===== src/rtl/srwave_pkg.sv =====
`timescale 1ns/1ps
package srwave_pkg;

  // Period source selection for the base timer
  typedef enum logic [1:0] {
    RST_FREE     = 2'b00,
    RST_CMP0     = 2'b01,
    RST_PERIOD   = 2'b10,
    RST_FREE_ALT = 2'b11
  } rst_mode_e;

  // Pair 0 is barred from waveform output when its set value clears the timer
  function automatic logic pair_blocked(input rst_mode_e mode, input int pair_idx);
    return (mode == RST_CMP0) && (pair_idx == 0);
  endfunction

endpackage


===== src/rtl/srwave_timebase.sv =====
`timescale 1ns/1ps
module srwave_timebase
  import srwave_pkg::*;
#(
  parameter int CNT_W = 16
) (
  input  logic             clk,
  input  logic             rst_n,
  input  logic             tick_en,
  input  rst_mode_e        mode,
  input  logic [CNT_W-1:0] cmp0,
  input  logic [CNT_W-1:0] period,
  output logic [CNT_W-1:0] cnt,
  output logic             hold,
  output logic             cnt_live
);

  logic [CNT_W-1:0] cnt_q, cnt_d;
  logic             hold_q, hold_d;
  logic             clr_hit;

  // Clear condition for the selected period source
  always_comb begin
    unique case (mode)
      RST_CMP0:   clr_hit = (cnt_q == cmp0);
      RST_PERIOD: clr_hit = (cnt_q == period);
      default:    clr_hit = 1'b0;
    endcase
  end

  // Next state: a clear loads zero and arms one rest tick at zero
  always_comb begin
    cnt_d  = cnt_q;
    hold_d = hold_q;
    if (tick_en) begin
      if (hold_q) begin
        hold_d = 1'b0;
      end else if (clr_hit) begin
        cnt_d  = '0;
        hold_d = 1'b1;
      end else begin
        cnt_d  = cnt_q + 1'b1;
      end
    end
  end

  always_ff @(posedge clk or negedge rst_n) begin
    if (!rst_n) begin
      cnt_q  <= '0;
      hold_q <= 1'b0;
    end else begin
      cnt_q  <= cnt_d;
      hold_q <= hold_d;
    end
  end

  assign cnt      = cnt_q;
  assign hold     = hold_q;
  assign cnt_live = tick_en & ~hold_q;

endmodule


===== src/rtl/srwave_pair.sv =====
`timescale 1ns/1ps
module srwave_pair #(
  parameter int CNT_W = 16
) (
  input  logic             clk,
  input  logic             rst_n,
  input  logic [CNT_W-1:0] cnt,
  input  logic             cnt_live,
  input  logic [CNT_W-1:0] set_val,
  input  logic [CNT_W-1:0] clr_val,
  input  logic             set_en,
  input  logic             clr_en,
  input  logic             blocked,
  input  logic             init_lvl,
  input  logic             inv,
  input  logic             oe,
  input  logic             gpo,
  output logic             active,
  output logic [1:0]       irq,
  output logic             wave
);

  logic       state_q, state_d;
  logic [1:0] irq_q, irq_d;
  logic       hit_set, hit_clr;

  assign active  = set_en & clr_en & ~blocked;
  assign hit_set = active & cnt_live & (cnt == set_val);
  assign hit_clr = active & cnt_live & (cnt == clr_val);

  // Set/reset state: clear has priority; a stopped pair tracks its initial level
  always_comb begin
    state_d = state_q;
    if (!active) begin
      state_d = init_lvl;
    end else if (hit_clr) begin
      state_d = 1'b0;
    end else if (hit_set) begin
      state_d = 1'b1;
    end
    irq_d = {hit_clr, hit_set};
  end

  always_ff @(posedge clk or negedge rst_n) begin
    if (!rst_n) begin
      state_q <= 1'b0;
      irq_q   <= '0;
    end else begin
      state_q <= state_d;
      irq_q   <= irq_d;
    end
  end

  assign irq  = irq_q;
  assign wave = oe ? (state_q ^ inv) : gpo;

endmodule


===== src/rtl/srwave_gen.sv =====
`timescale 1ns/1ps
module srwave_gen
  import srwave_pkg::*;
#(
  parameter int CNT_W     = 16,
  parameter int NUM_PAIRS = 4,
  localparam int NUM_CH   = 2 * NUM_PAIRS
) (
  input  logic                    clk,
  input  logic                    rst_n,
  input  logic                    tick_en,
  input  logic [1:0]              rst_sel,
  input  logic [CNT_W-1:0]        period_val,
  input  logic [NUM_CH*CNT_W-1:0] cmp_val,
  input  logic [NUM_CH-1:0]       ch_en,
  input  logic [NUM_PAIRS-1:0]    pair_init,
  input  logic [NUM_PAIRS-1:0]    pair_inv,
  input  logic [NUM_PAIRS-1:0]    pair_oe,
  input  logic [NUM_PAIRS-1:0]    gpo_val,
  output logic [CNT_W-1:0]        timer_val,
  output logic [NUM_CH-1:0]       match_irq,
  output logic [NUM_PAIRS-1:0]    wave_out
);

  // Reset: asserted asynchronously, released on a clock edge
  logic [1:0] rsync_q;
  logic       rst_sync_n;

  always_ff @(posedge clk or negedge rst_n) begin
    if (!rst_n) begin
      rsync_q <= '0;
    end else begin
      rsync_q <= {rsync_q[0], 1'b1};
    end
  end
  assign rst_sync_n = rsync_q[1];

  rst_mode_e              mode;
  logic [CNT_W-1:0]       cnt;
  logic                   hold;
  logic                   cnt_live;
  logic [NUM_PAIRS-1:0]   pair_act;

  assign mode = rst_mode_e'(rst_sel);

  srwave_timebase #(.CNT_W(CNT_W)) i_timebase (
    .clk      (clk),
    .rst_n    (rst_sync_n),
    .tick_en  (tick_en),
    .mode     (mode),
    .cmp0     (cmp_val[CNT_W-1:0]),
    .period   (period_val),
    .cnt      (cnt),
    .hold     (hold),
    .cnt_live (cnt_live)
  );

  for (genvar gi = 0; gi < NUM_PAIRS; gi++) begin : g_pair
    srwave_pair #(.CNT_W(CNT_W)) i_pair (
      .clk      (clk),
      .rst_n    (rst_sync_n),
      .cnt      (cnt),
      .cnt_live (cnt_live),
      .set_val  (cmp_val[(2*gi)*CNT_W +: CNT_W]),
      .clr_val  (cmp_val[(2*gi+1)*CNT_W +: CNT_W]),
      .set_en   (ch_en[2*gi]),
      .clr_en   (ch_en[2*gi+1]),
      .blocked  (pair_blocked(mode, gi)),
      .init_lvl (pair_init[gi]),
      .inv      (pair_inv[gi]),
      .oe       (pair_oe[gi]),
      .gpo      (gpo_val[gi]),
      .active   (pair_act[gi]),
      .irq      (match_irq[2*gi +: 2]),
      .wave     (wave_out[gi])
    );
  end

  assign timer_val = cnt;

endmodule


===== config.mk =====
export PLATFORM = sky130hd
export DESIGN_NAME = srwave_gen
export DESIGN_NICKNAME = d
export VERILOG_FILES = /design/src/rtl/srwave_pkg.sv /design/src/rtl/srwave_timebase.sv /design/src/rtl/srwave_pair.sv /design/src/rtl/srwave_gen.sv
export SDC_FILE = /design/constraint.sdc
export NUM_CORES = 1
export LEC_CHECK = 0
export BUFFER_PORTS_ARGS = -buffer_cell sky130_fd_sc_hd__buf_2
export CAP_MARGIN = 0
export CELL_PAD_IN_SITES_DETAIL_PLACEMENT = 1
export CELL_PAD_IN_SITES_GLOBAL_PLACEMENT = 1
export CORE_UTILIZATION = 30
export CTS_CLUSTER_SIZE = 20
export DETAILED_ROUTE_END_ITERATION = 10
export PLACE_DENSITY_LB_ADDON = 0.1
export RECOVER_POWER = 25
export SETUP_SLACK_MARGIN = 0.05
export SLEW_MARGIN = 20
export SYNTH_ARGS = -nofsm -noshare
export SYNTH_HDL_FRONTEND = slang
export SYNTH_SLANG_ARGS = --single-unit

===== constraint.sdc =====
create_clock -name clk -period 1.1 [get_ports clk]
set_input_delay 0.165 -clock clk [delete_from_list [all_inputs] [get_ports clk]]
set_output_delay 0.165 -clock clk [all_outputs]
set_load 0.01 [all_outputs]

==> out/qor.json, run 1 <==
{
  "outcome": {
    "run_status": "complete, but fails checks",
    "violations": "negative setup slack"
  },
  "clock_tree": {
    "clk_transition_reported_paths_ps": 80,
    "ctsRootBufferMaster": "sky130_fd_sc_hd__clkbuf_8",
    "cts_inserted_buffers": 5,
    "cts_tree": "built",
    "cts_buffer_depth": 2,
    "insertion_delay_ps": 290,
    "cts.sinks": 31,
    "cts_htree_levels": 2
  },
  "routing": {
    "drt-vias-per-instance": 4.78,
    "route.final.wire_length_um": 15000,
    "remaining_drc_errors": 0,
    "route.detailed.wl_per_inst_um": 19.4,
    "drt-initial-drc-count": 101,
    "detailroute.via_count": 3708,
    "first_pass_iteration_count_of_the_detailed_router": 5,
    "routed_antenna_nets": 0
  },
  "worst_setup_path": {
    "regToRegSetupSlack_ps": -790,
    "setup.worst_path.end": "i_timebase.cnt[7]",
    "critPathMaxFanout": 7,
    "rr_startpoint": "i_timebase.cnt[9]",
    "critical_path_required_ps": 1290,
    "timing.setup.critical_path_class": "reg2reg",
    "endpoint_kind": "flip-flop",
    "crit_path_start_kind": "flip-flop",
    "cp-startpoint": "i_timebase.cnt[9]",
    "worst-endpoint-arrival_ps": 2080,
    "worst-r2r-cell-count": 7,
    "r2r_end": "i_timebase.cnt[7]"
  },
  "sta": {
    "fin_ws_ps": -791,
    "tightestPinTransition_ps": 753,
    "final.period_utilization": 1.72,
    "layout_min_cycle_time_ps": 1890,
    "max_slew_headroom": 0.498,
    "fin_tns_setup_ps": -22310,
    "setup_violations": 49,
    "fmax_mhz": 529,
    "finalClockSkew_ps": 6.84,
    "timing.final.hold_violations": 0,
    "grt_setup_unrepaired": "yes",
    "final-max-slew-violation-count": 0
  },
  "power": {
    "switching_share": 0.396,
    "power.combinational.fraction": 0.614,
    "ir_worst_vdd_uv": 656,
    "cellLeakagePower_nw": 2.69,
    "sequentialPowerShare": 0.227,
    "power_per_cell_area_nw_per_um2": 1120,
    "p_int_mw": 3.77,
    "power.total_mw": 6.24,
    "netSwitchingPower_mw": 2.47,
    "power.clock.fraction": 0.159
  },
  "floorplanning": {
    "fp.dieArea_sq_um": 11000,
    "initial_core_util": 0.309,
    "row_count": 37,
    "io_pins": 201,
    "die_w_um": 105,
    "core_box_area_sq_um": 10300,
    "die_h_um": 105
  },
  "synth": {
    "yosys.cell_count.top_type": "sky130_fd_sc_hd__xnor2_1",
    "synth.cell_area_sq_um": 3180,
    "synth_top_cell_area_share": 0.264,
    "yosys-top-cells-count": "sky130_fd_sc_hd__xnor2_1 (96), sky130_fd_sc_hd__xor2_1 (65), sky130_fd_sc_hd__dfrtp_1 (31), sky130_fd_sc_hd__nor2_1 (28), sky130_fd_sc_hd__nand4_1 (24)",
    "avgSynthCellArea_sq_um": 8.91,
    "yosys_warnings": 0,
    "yosysUniqueCellTypes": 34,
    "yosys.area.top_type": "sky130_fd_sc_hd__xnor2_1",
    "synth_async_sr_flop_share": 1.00,
    "synthFlopType": "sky130_fd_sc_hd__dfrtp_1",
    "post_synth_edffs": 0,
    "synth_top_cells_by_area": "sky130_fd_sc_hd__xnor2_1 (26%), sky130_fd_sc_hd__dfrtp_1 (24%), sky130_fd_sc_hd__xor2_1 (18%)",
    "netlist_instances": 357,
    "syn-num-nets": 533,
    "ys_seq_area_frac": 0.244,
    "synth.ff_latch_count": 31
  },
  "grt": {
    "grt_start_max_net_pins": 30,
    "grt_use_total": 0.262,
    "number_of_global_route_vias_before_repair": 3955,
    "grt_antenna_before_repair": 0,
    "global_route_wire_length_before_repair_um": 21600,
    "globalRouteOverflowTotal": 0
  },
  "final_layout": {
    "final_design_area_no_fill_sq_um": 5560,
    "post_route_cells_drive_above_1_share": 0.554,
    "finish.net_count": 814,
    "flow.area_growth_from_synthesis_pct": 75.0,
    "antenna-diode-count": 0
  },
  "placed_design": {
    "routabilityCongestion": 0.854,
    "postPlaceCellArea_sq_um": 4710,
    "port_buffers": 200,
    "dpl.hpwl_um": 11600
  },
  "flow_run": {
    "maximum_capacitance_violations": 0
  },
  "worst_hold_path": {
    "min_path_type": "in2reg"
  }
}
[critical path, cell delays in order (launching register included)]
cell and delay, ps:
sky130_fd_sc_hd__dfrtp_2 440, sky130_fd_sc_hd__buf_12 140, sky130_fd_sc_hd__xnor2_4 130, sky130_fd_sc_hd__nand4_1 200
sky130_fd_sc_hd__nor4_4 260, sky130_fd_sc_hd__a32o_2 310, sky130_fd_sc_hd__and2_4 230, sky130_fd_sc_hd__nor2_1 70
[per-stage QoR]
stage	setup slack, ps	hold WS, ps	util	cells
2_1_floorplan	-768	-131	-	357
3_3_place_gp	-751	-47.7	0.458	732
3_5_place_dp	-831	-48.3	0.458	732
4_1_cts	-731	70.6	0.508	756
5_1_grt	-879	85.7	0.541	775
6_report	-791	74.3	0.541	775
[logic make-up (layout without fill, tap and decap cells)]
group / after synthesis / after routing / synth area share
AO/OA/AOI/OAI: 15 / 15 / 0.0323
AND/OR/NAND/NOR: 114 / 115 / 0.189
adder cells (fa/ha/maj): 3 / 3 / 0.0118
buffers and inverters: 32 / 313 / 0.0779
other: 1 / 1 / 0.00118
flip-flops: 31 / 31 / 0.244
XOR/XNOR: 161 / 161 / 0.444
[worst min path at each step]
stage / from / endpoint / slack (ps) / cells after the start
3_3_place_gp: rst_n / rsync_q[1] / -50 / 1
5_1_grt: pair_init[0] / g_pair[0].i_pair.state_q / 90 / 3
2_1_floorplan: rst_n / rsync_q[0] / -130 / 0
4_1_cts: pair_init[0] / g_pair[0].i_pair.state_q / 70 / 3
3_5_place_dp: rst_n / rsync_q[1] / -50 / 1
6_report: pair_init[2] / g_pair[2].i_pair.state_q / 70 / 3
[flip-flops by register name, summed over array words and instances, names as in the netlist]
name,flops
i_timebase.cnt,16
g_pair.i_pair.irq,8
rsync_q,2
g_pair.i_pair.state_q,4
i_timebase.hold,1
[power groups by stage]
stage	clock network, mW	registers [mW]	logic, mW
floorplan	0	1.46	1.74
global placement	0	1.38	2.91
detailed placement	0	1.40	2.97
CTS	1.01	1.41	3.51
global route	1.05	1.43	4.08
finish	0.990	1.42	3.83
[cell type report]
class	count	area (sq um)
clock buffers	5	68.8
clock inverters	3	25.0
fillers	1270	4710
inverters	5	18.8
multi-input cells	295	2400
flip-flops and latches	31	788
well taps	136	170
repair buffers	300	2100
[layout by cell type (no fill, tap or decap), drive strengths merged, types with 2 or more instances in the layout]
cell    instances
a21o            3
a21oi           5
and2            3
and3            2
and4            2
buf           297
clkbuf          7
clkinv          2
dfrtp          31
ha              3
inv             5
nand2          13
nand3          13
nand4          24
nor2           28
nor3            9
nor4           16
o31ai           5
xnor2          96
xor2           65
[layer usage]
layer  GRT usage  wire length, um  part of all wire
met4       0.101              382             0.025
met3      0.0586              890             0.059
met5           0                0                 0
met1       0.300             6100              0.41
met2       0.473             7630              0.51
[what timing repair did]
item                                    in CTS  in global routing
hold buffers                                 1                  0
endpoints found under the hold margin        2                  0
setup buffers                               16                 23
gates resized for setup                     62                 42
endpoints found under the setup margin      49                 49
pin swaps                                   43                 33
cloned                                       1                  1
No activity file was read; power rests on OpenSTA's default activity.
==> run 2: changes to the inputs <==
Settings changed: SYNTH_HIERARCHICAL set to 1.
==> run 2 against run 1 <==
  * The flow still finishes with violations (negative setup slack)
  * Routed wire length grew 27%
  * Final area grew 17%
  * Fmax fell by 9.8%
  * Clock power up 6%
  * Die area rose by 1.5%
  * Sequential power fell by 6%
  * Critical path type unchanged
  * Highest routed layer unchanged
==> out/qor.json, run 2 <==
{
  "grt": {
    "number_of_global_route_vias_before_repair": 4606,
    "grt_use_total": 0.298,
    "globalRouteOverflowTotal": 0,
    "grt_use_met2": 0.563,
    "groute.layer.met3.usage": 0.0445,
    "grt_antenna_before_repair": 0,
    "grt_start_max_net_pins": 30,
    "groute.layer.met1.usage": 0.338,
    "global_route_wire_length_before_repair_um": 24900,
    "top_usage_layer": "met2"
  },
  "power": {
    "power.clock.fraction": 0.185,
    "power.total_mw": 5.69,
    "netSwitchingPower_mw": 2.14,
    "switching_share": 0.375,
    "p_int_mw": 3.56,
    "ir_worst_vdd_uv": 439,
    "power_per_cell_area_nw_per_um2": 874,
    "sequentialPowerShare": 0.235,
    "power.combinational.fraction": 0.579,
    "cellLeakagePower_nw": 3.26
  },
  "sta": {
    "finalClockSkew_ps": 2.57,
    "fmax_mhz": 477,
    "final-max-slew-violation-count": 0,
    "grt_setup_unrepaired": "yes",
    "final.period_utilization": 1.91,
    "fin_tns_setup_ps": -27170,
    "layout_min_cycle_time_ps": 2100,
    "setup_violations": 49,
    "max_slew_headroom": 0.432,
    "fin_ws_ps": -996,
    "tightestPinTransition_ps": 851,
    "timing.final.hold_violations": 0
  },
  "synth": {
    "yosys_warnings": 6,
    "synth_top_cell_area_share": 0.287,
    "avgSynthCellArea_sq_um": 8.80,
    "post_synth_edffs": 0,
    "yosysUniqueCellTypes": 28,
    "yosys.area.top_type": "sky130_fd_sc_hd__xor2_1",
    "synth.ff_latch_count": 31,
    "yosys-top-cells-count": "sky130_fd_sc_hd__xor2_1 (106), sky130_fd_sc_hd__xnor2_1 (51), sky130_fd_sc_hd__dfrtp_1 (31), sky130_fd_sc_hd__nor4_1 (26), sky130_fd_sc_hd__nand2_1 (25)",
    "netlist_instances": 367,
    "synthFlopType": "sky130_fd_sc_hd__dfrtp_1",
    "synth.cell_area_sq_um": 3230,
    "ys_seq_area_frac": 0.240,
    "synth_async_sr_flop_share": 1.00,
    "synth_top_cells_by_area": "sky130_fd_sc_hd__xor2_1 (29%), sky130_fd_sc_hd__dfrtp_1 (24%), sky130_fd_sc_hd__xnor2_1 (14%)",
    "yosys.cell_count.top_type": "sky130_fd_sc_hd__xor2_1"
  },
  "final_layout": {
    "antenna-diode-count": 0,
    "flow.area_growth_from_synthesis_pct": 102,
    "finish.net_count": 897,
    "largest_register_ff_count": 16,
    "final_common_cell": "sky130_fd_sc_hd__buf_2",
    "post_route_cells_drive_above_1_share": 0.606,
    "final_core_utilization": 0.628,
    "highest_count_cells_in_the_layout_ignoring_fill_and_taps": "sky130_fd_sc_hd__buf_2 (183), sky130_fd_sc_hd__buf_4 (99), sky130_fd_sc_hd__xor2_1 (95)"
  },
  "routing": {
    "detailroute.via_count": 4368,
    "first_pass_iteration_count_of_the_detailed_router": 4,
    "drt-vias-per-instance": 5.08,
    "remaining_drc_errors": 0,
    "route.final.wire_length_um": 19100,
    "route.detailed.wl_per_inst_um": 22.2,
    "routed_antenna_nets": 0,
    "drt-initial-drc-count": 174
  },
  "clock_tree": {
    "ctsRootBufferMaster": "sky130_fd_sc_hd__clkbuf_8",
    "cts_htree_levels": 2,
    "cts_inserted_buffers": 5,
    "insertion_delay_ps": 300,
    "cts_buffer_depth": 2,
    "cts.sinks": 31,
    "cts_tree": "built",
    "clk_transition_reported_paths_ps": 70
  },
  "worst_setup_path": {
    "r2r_end": "i_timebase/cnt[15]",
    "setup.worst_path.end": "i_timebase/cnt[15]",
    "timing.setup.critical_path_class": "reg2reg",
    "endpoint_kind": "flip-flop",
    "critPathMaxFanout": 8,
    "worst-r2r-cell-count": 7,
    "worst-endpoint-arrival_ps": 2310,
    "cp-startpoint": "i_timebase/cnt[0]",
    "crit_path_start_kind": "flip-flop",
    "rr_startpoint": "i_timebase/cnt[0]",
    "critical_path_required_ps": 1320,
    "regToRegSetupSlack_ps": -1000
  },
  "worst_hold_path": {
    "min_path_type": "in2reg"
  },
  "placed_design": {
    "dpl.hpwl_um": 11600,
    "port_buffers": 200,
    "routabilityCongestion": 0.840
  },
  "floorplanning": {
    "io_pins": 201,
    "initial_core_util": 0.311,
    "die_h_um": 106,
    "die_w_um": 106,
    "row_count": 37,
    "fp.dieArea_sq_um": 11200,
    "core_box_area_sq_um": 10400
  },
  "outcome": {
    "run_status": "complete, but fails checks",
    "violations": "negative setup slack"
  },
  "flow_run": {
    "maximum_capacitance_violations": 0
  }
}
==> run 2: cell types whose count changed after synthesis, moves of 5 or more <==
| cell | change |
|---|---|
| sky130_fd_sc_hd__mux2i_1 | +17 |
| sky130_fd_sc_hd__nor2_1 | -5 |
| sky130_fd_sc_hd__inv_1 | +6 |
| sky130_fd_sc_hd__o31ai_1 | -5 |
| sky130_fd_sc_hd__xnor2_1 | -45 |
| sky130_fd_sc_hd__or2_2 | +6 |
| sky130_fd_sc_hd__buf_6 | -7 |
| sky130_fd_sc_hd__buf_2 | -5 |
| sky130_fd_sc_hd__xor2_1 | +41 |
| sky130_fd_sc_hd__nand2_1 | +12 |
| sky130_fd_sc_hd__buf_4 | -8 |
| sky130_fd_sc_hd__nand4_1 | -10 |
| sky130_fd_sc_hd__nor4_1 | +11 |
==> run 2: power by group through the flow <==
stage	clock network [mW]	logic [mW]	registers (mW)
final	1.05	3.30	1.34
after CTS	1.03	2.89	1.34
after detailed placement	0	2.16	1.47
after floorplan	0	0.818	1.52
after global placement	0	2.10	1.47
after global routing	1.10	3.48	1.35
==> run 2: kinds of logic after synthesis <==
kind of cell,Yosys count,synth area share
AOI/OAI and AO/OA,21,0.0492
and+or+nand+nor,122,0.195
xor gates and xnor gates,157,0.426
muxes,17,0.0527
buffers and inverters,15,0.0271
other,2,0.00233
DFF,31,0.240
adders and majority gates,2,0.00775
==> run 2: area by class of cell <==
type | instances | area (sq um)
Timing Repair Buffer | 349 | 2560
Fill cell | 1244 | 3860
Inverter | 12 | 57.6
Clock buffer | 8 | 100
Sequential cell | 31 | 803
Tap cell | 136 | 170
Multi-Input combinational cell | 323 | 2820
==> run 2: worst max-delay path, stage by stage (launching register included) <==
cell and delay, ps:
sky130_fd_sc_hd__dfrtp_2 460, sky130_fd_sc_hd__buf_4 240, sky130_fd_sc_hd__and3_1 240, sky130_fd_sc_hd__nand4_1 200
sky130_fd_sc_hd__nor2_1 380, sky130_fd_sc_hd__nand4_1 190, sky130_fd_sc_hd__xor2_1 180, sky130_fd_sc_hd__nor2_1 130
==> run 2: worst min path at each step <==
stage,startpoint,endpoint,slack [ps],cells after the start
final,pair_init[2],g_pair[2].i_pair/state_q,80,3
after global placement,rst_n,rsync_q[1],-50,1
after global routing,pair_init[2],g_pair[2].i_pair/state_q,100,3
after detailed placement,rst_n,rsync_q[1],-50,1
after CTS,pair_init[3],g_pair[3].i_pair/state_q,90,3
after floorplan,rst_n,rsync_q[0],-130,0
==> run 2: routing by layer <==
layer  vias to the layer above  share of wire  wire length, um
li1                       1951              -                -
met1                      2128           0.37             7000
met2                       226           0.52             9930
met3                        63          0.065             1240
met4                         0          0.049              936
met5                         -              0                0
==> run 2: repair_timing <==
action                                  4_1_cts  5_1_grt
resized for setup                            72       69
pin swaps                                    26       38
gates cloned                                  1        2
endpoints found under the setup margin       49       49
hold endpoints to repair                      2        0
setup buffers                                41       26
hold buffers                                  1        0
==> run 2: per-stage QoR <==
step / setup WS, ps / cell area [sq um] / hold WS [ps] / std cells
3_3_place_gp: -1010 / 5200 / -48.4 / 792
2_1_floorplan: -720 / 3300 / -131 / 369
3_5_place_dp: -1070 / 5200 / -46.3 / 792
5_1_grt: -1010 / 6510 / 99.7 / 859
6_report: -996 / 6510 / 82.9 / 859
4_1_cts: -740 / 6030 / 90.3 / 842
==> run 3: changes to the inputs <==
Settings changed: CORE_ASPECT_RATIO set to 1.1, HOLD_SLACK_MARGIN set to 0.15.
==> run 3 against run 2 <==
  * Non-clock buffer count down 15
  * Power up 10%
  * Combinational power down 2%
  * Sequential cell count unchanged
  * Critical endpoint is now i_timebase/cnt[6]
  * The flow still finishes with violations (negative setup slack)
  * Sequential share of layout area up 0.31 points
  * Global-route usage down 1.3 points
  * Final cell count down 0.93%
  * Hold slack better by 110 ps
  * Critical path depth unchanged
  * Final area down 2.9%
  * Worst setup slack better by 140 ps
  * Utilization down 2.3 points
==> out/qor.json, run 3 (synthesis results as in run 2) <==
{
  "outcome": {
    "run_status": "complete, but fails checks",
    "violations": "negative setup slack"
  },
  "sta": {
    "layout_min_cycle_time_ps": 1960,
    "max_slew_headroom": 0.468,
    "setup_violations": 49,
    "final.period_utilization": 1.78,
    "fmax_mhz": 510,
    "grt_setup_unrepaired": "yes",
    "final-max-slew-violation-count": 0,
    "tightestPinTransition_ps": 798,
    "finalClockSkew_ps": 12.6,
    "fin_tns_setup_ps": -24170,
    "fin_ws_ps": -860,
    "timing.final.hold_violations": 0
  },
  "final_layout": {
    "layout.area.seq_sq_um": 800,
    "largest_register_ff_count": 16,
    "fillers": 1245,
    "final_core_utilization": 0.606,
    "highest_count_cells_in_the_layout_ignoring_fill_and_taps": "sky130_fd_sc_hd__buf_2 (181), sky130_fd_sc_hd__xor2_1 (103), sky130_fd_sc_hd__buf_4 (83)",
    "finish.net_count": 882,
    "instances_no_fill": 851,
    "flow.area_growth_from_synthesis_pct": 95.8,
    "multi_input_comb_area_sq_um": 2700,
    "final_common_cell": "sky130_fd_sc_hd__buf_2",
    "antenna-diode-count": 0,
    "post_route_cells_drive_above_1_share": 0.582
  },
  "routing": {
    "drt-vias-per-instance": 4.92,
    "first_pass_iteration_count_of_the_detailed_router": 4,
    "remaining_drc_errors": 0,
    "route.final.wire_length_um": 17600,
    "route.detailed.wl_per_inst_um": 20.7,
    "routed_antenna_nets": 0,
    "drt-initial-drc-count": 145,
    "detailroute.via_count": 4187
  },
  "clock_tree": {
    "ctsRootBufferMaster": "sky130_fd_sc_hd__clkbuf_16",
    "cts_inserted_buffers": 5,
    "clk_transition_reported_paths_ps": 60,
    "cts_buffer_depth": 2,
    "cts_tree": "built",
    "insertion_delay_ps": 290,
    "cts.sinks": 31,
    "cts_htree_levels": 2
  },
  "floorplanning": {
    "die_w_um": 101,
    "fp.dieArea_sq_um": 11200,
    "io_pins": 201,
    "die_h_um": 111,
    "initial_core_util": 0.309,
    "core_box_area_sq_um": 10400,
    "row_count": 39
  },
  "grt": {
    "global_route_wire_length_before_repair_um": 23800,
    "grt_antenna_before_repair": 0,
    "grt_start_max_net_pins": 30,
    "grt_use_total": 0.285,
    "number_of_global_route_vias_before_repair": 4563,
    "globalRouteOverflowTotal": 0
  },
  "worst_setup_path": {
    "worst-endpoint-arrival_ps": 2120,
    "timing.setup.critical_path_class": "reg2reg",
    "endpoint_kind": "flip-flop",
    "crit_path_start_kind": "flip-flop",
    "critPathMaxFanout": 4,
    "critical_path_required_ps": 1260
  },
  "placed_design": {
    "port_buffers": 200,
    "dpl.hpwl_um": 12000,
    "routabilityCongestion": 0.848,
    "placedCellCount": 797
  },
  "worst_hold_path": {
    "min_path_type": "in2reg"
  },
  "flow_run": {
    "maximum_capacitance_violations": 0
  },
  "power": {
    "power_per_cell_area_nw_per_um2": 994,
    "cellLeakagePower_nw": 3.13,
    "ir_worst_vdd_uv": 632
  }
}
run 3: cell count changes in the layout (fill, tap and decap cells not counted), moves of 4 or more:
cell / before / now
sky130_fd_sc_hd__buf_12: 15 / 10
sky130_fd_sc_hd__buf_4: 99 / 83
sky130_fd_sc_hd__buf_6: 43 / 50
sky130_fd_sc_hd__clkbuf_16: 1 / 5
sky130_fd_sc_hd__clkbuf_8: 7 / 1
sky130_fd_sc_hd__dlygate4sd3_1: 1 / 5
sky130_fd_sc_hd__nor3_2: 4 / 10
sky130_fd_sc_hd__nor3_4: 7 / 2
sky130_fd_sc_hd__nor4_1: 14 / 10
sky130_fd_sc_hd__nor4_2: 9 / 15
sky130_fd_sc_hd__xor2_1: 95 / 103
sky130_fd_sc_hd__xor2_2: 9 / 3
run 3: metal layers:
metal	global-route usage	wire, um	vias up
li1	-	-	1926
met1	0.309	6400	2030
met2	0.531	9540	179
met3	0.0460	886	52
met4	0.129	819	0
met5	0	0	-
run 3: what timing repair did:
item | 4_1_cts | 5_1_grt
setup buffers | 24 | 19
setup endpoints to repair | 49 | 49
hold buffers | 5 | 0
endpoints found under the hold margin | 6 | 0
gates resized for setup | 65 | 58
cloned | 1 | 0
pin swaps | 10 | 19
run 3: report_power, final:
part / internal, mW / switching [mW]
registers: 1.23 / 0.155
logic: 1.74 / 1.49
clock network: 1.13 / 0.546
total: 4.09 / 2.19
run 3: path summary, 6_finish.rpt:
| kind | start | cells past startpoint | slack [ps] | to |
|---|---|---|---|---|
| worst max-delay path | i_timebase/cnt[0] | 7 | -860 | i_timebase/cnt[6] |
| worst min-delay path | tick_en | 3 | 190 | i_timebase/hold |
| worst max register to register | i_timebase/cnt[0] | 7 | -860 | i_timebase/cnt[6] |
| worst min register to register | rsync_q[0] | 0 | 350 | rsync_q[1] |
| max in group asynchronous | rsync_q[1] | 1 | 110 | i_timebase/cnt[7] |
| min in group asynchronous | rst_n | 2 | 200 | rsync_q[0] |
run 3: stage by stage:
step / hold WS, ps / area (sq um) / power [mW] / worst slack [ps]
finish: 193 / 6320 / 6.29 / -860
floorplan: -131 / 3300 / 2.34 / -720
CTS: 179 / 5910 / 5.81 / -754
detailed placement: -46.1 / 5160 / 3.54 / -1080
global route: 216 / 6320 / 6.51 / -992
global placement: -49.2 / 5160 / 3.47 / -1020
run 3: final cells by class:
type,instances,area share
Timing Repair Buffer,334,0.382
Clock buffer,6,0.0220
Tap cell,143,0.0283
Sequential cell,31,0.126
Clock inverter,2,0.00554
Multi-Input combinational cell,323,0.427
Inverter,12,0.00910
run 3: worst max-delay path: stages (launching register included):
cell	delay, ps
sky130_fd_sc_hd__dfrtp_2	440
sky130_fd_sc_hd__buf_6	130
sky130_fd_sc_hd__xnor2_1	120
sky130_fd_sc_hd__nor4_2	330
sky130_fd_sc_hd__nand4_1	240
sky130_fd_sc_hd__nor3_2	310
sky130_fd_sc_hd__buf_4	180
sky130_fd_sc_hd__o22ai_2	70
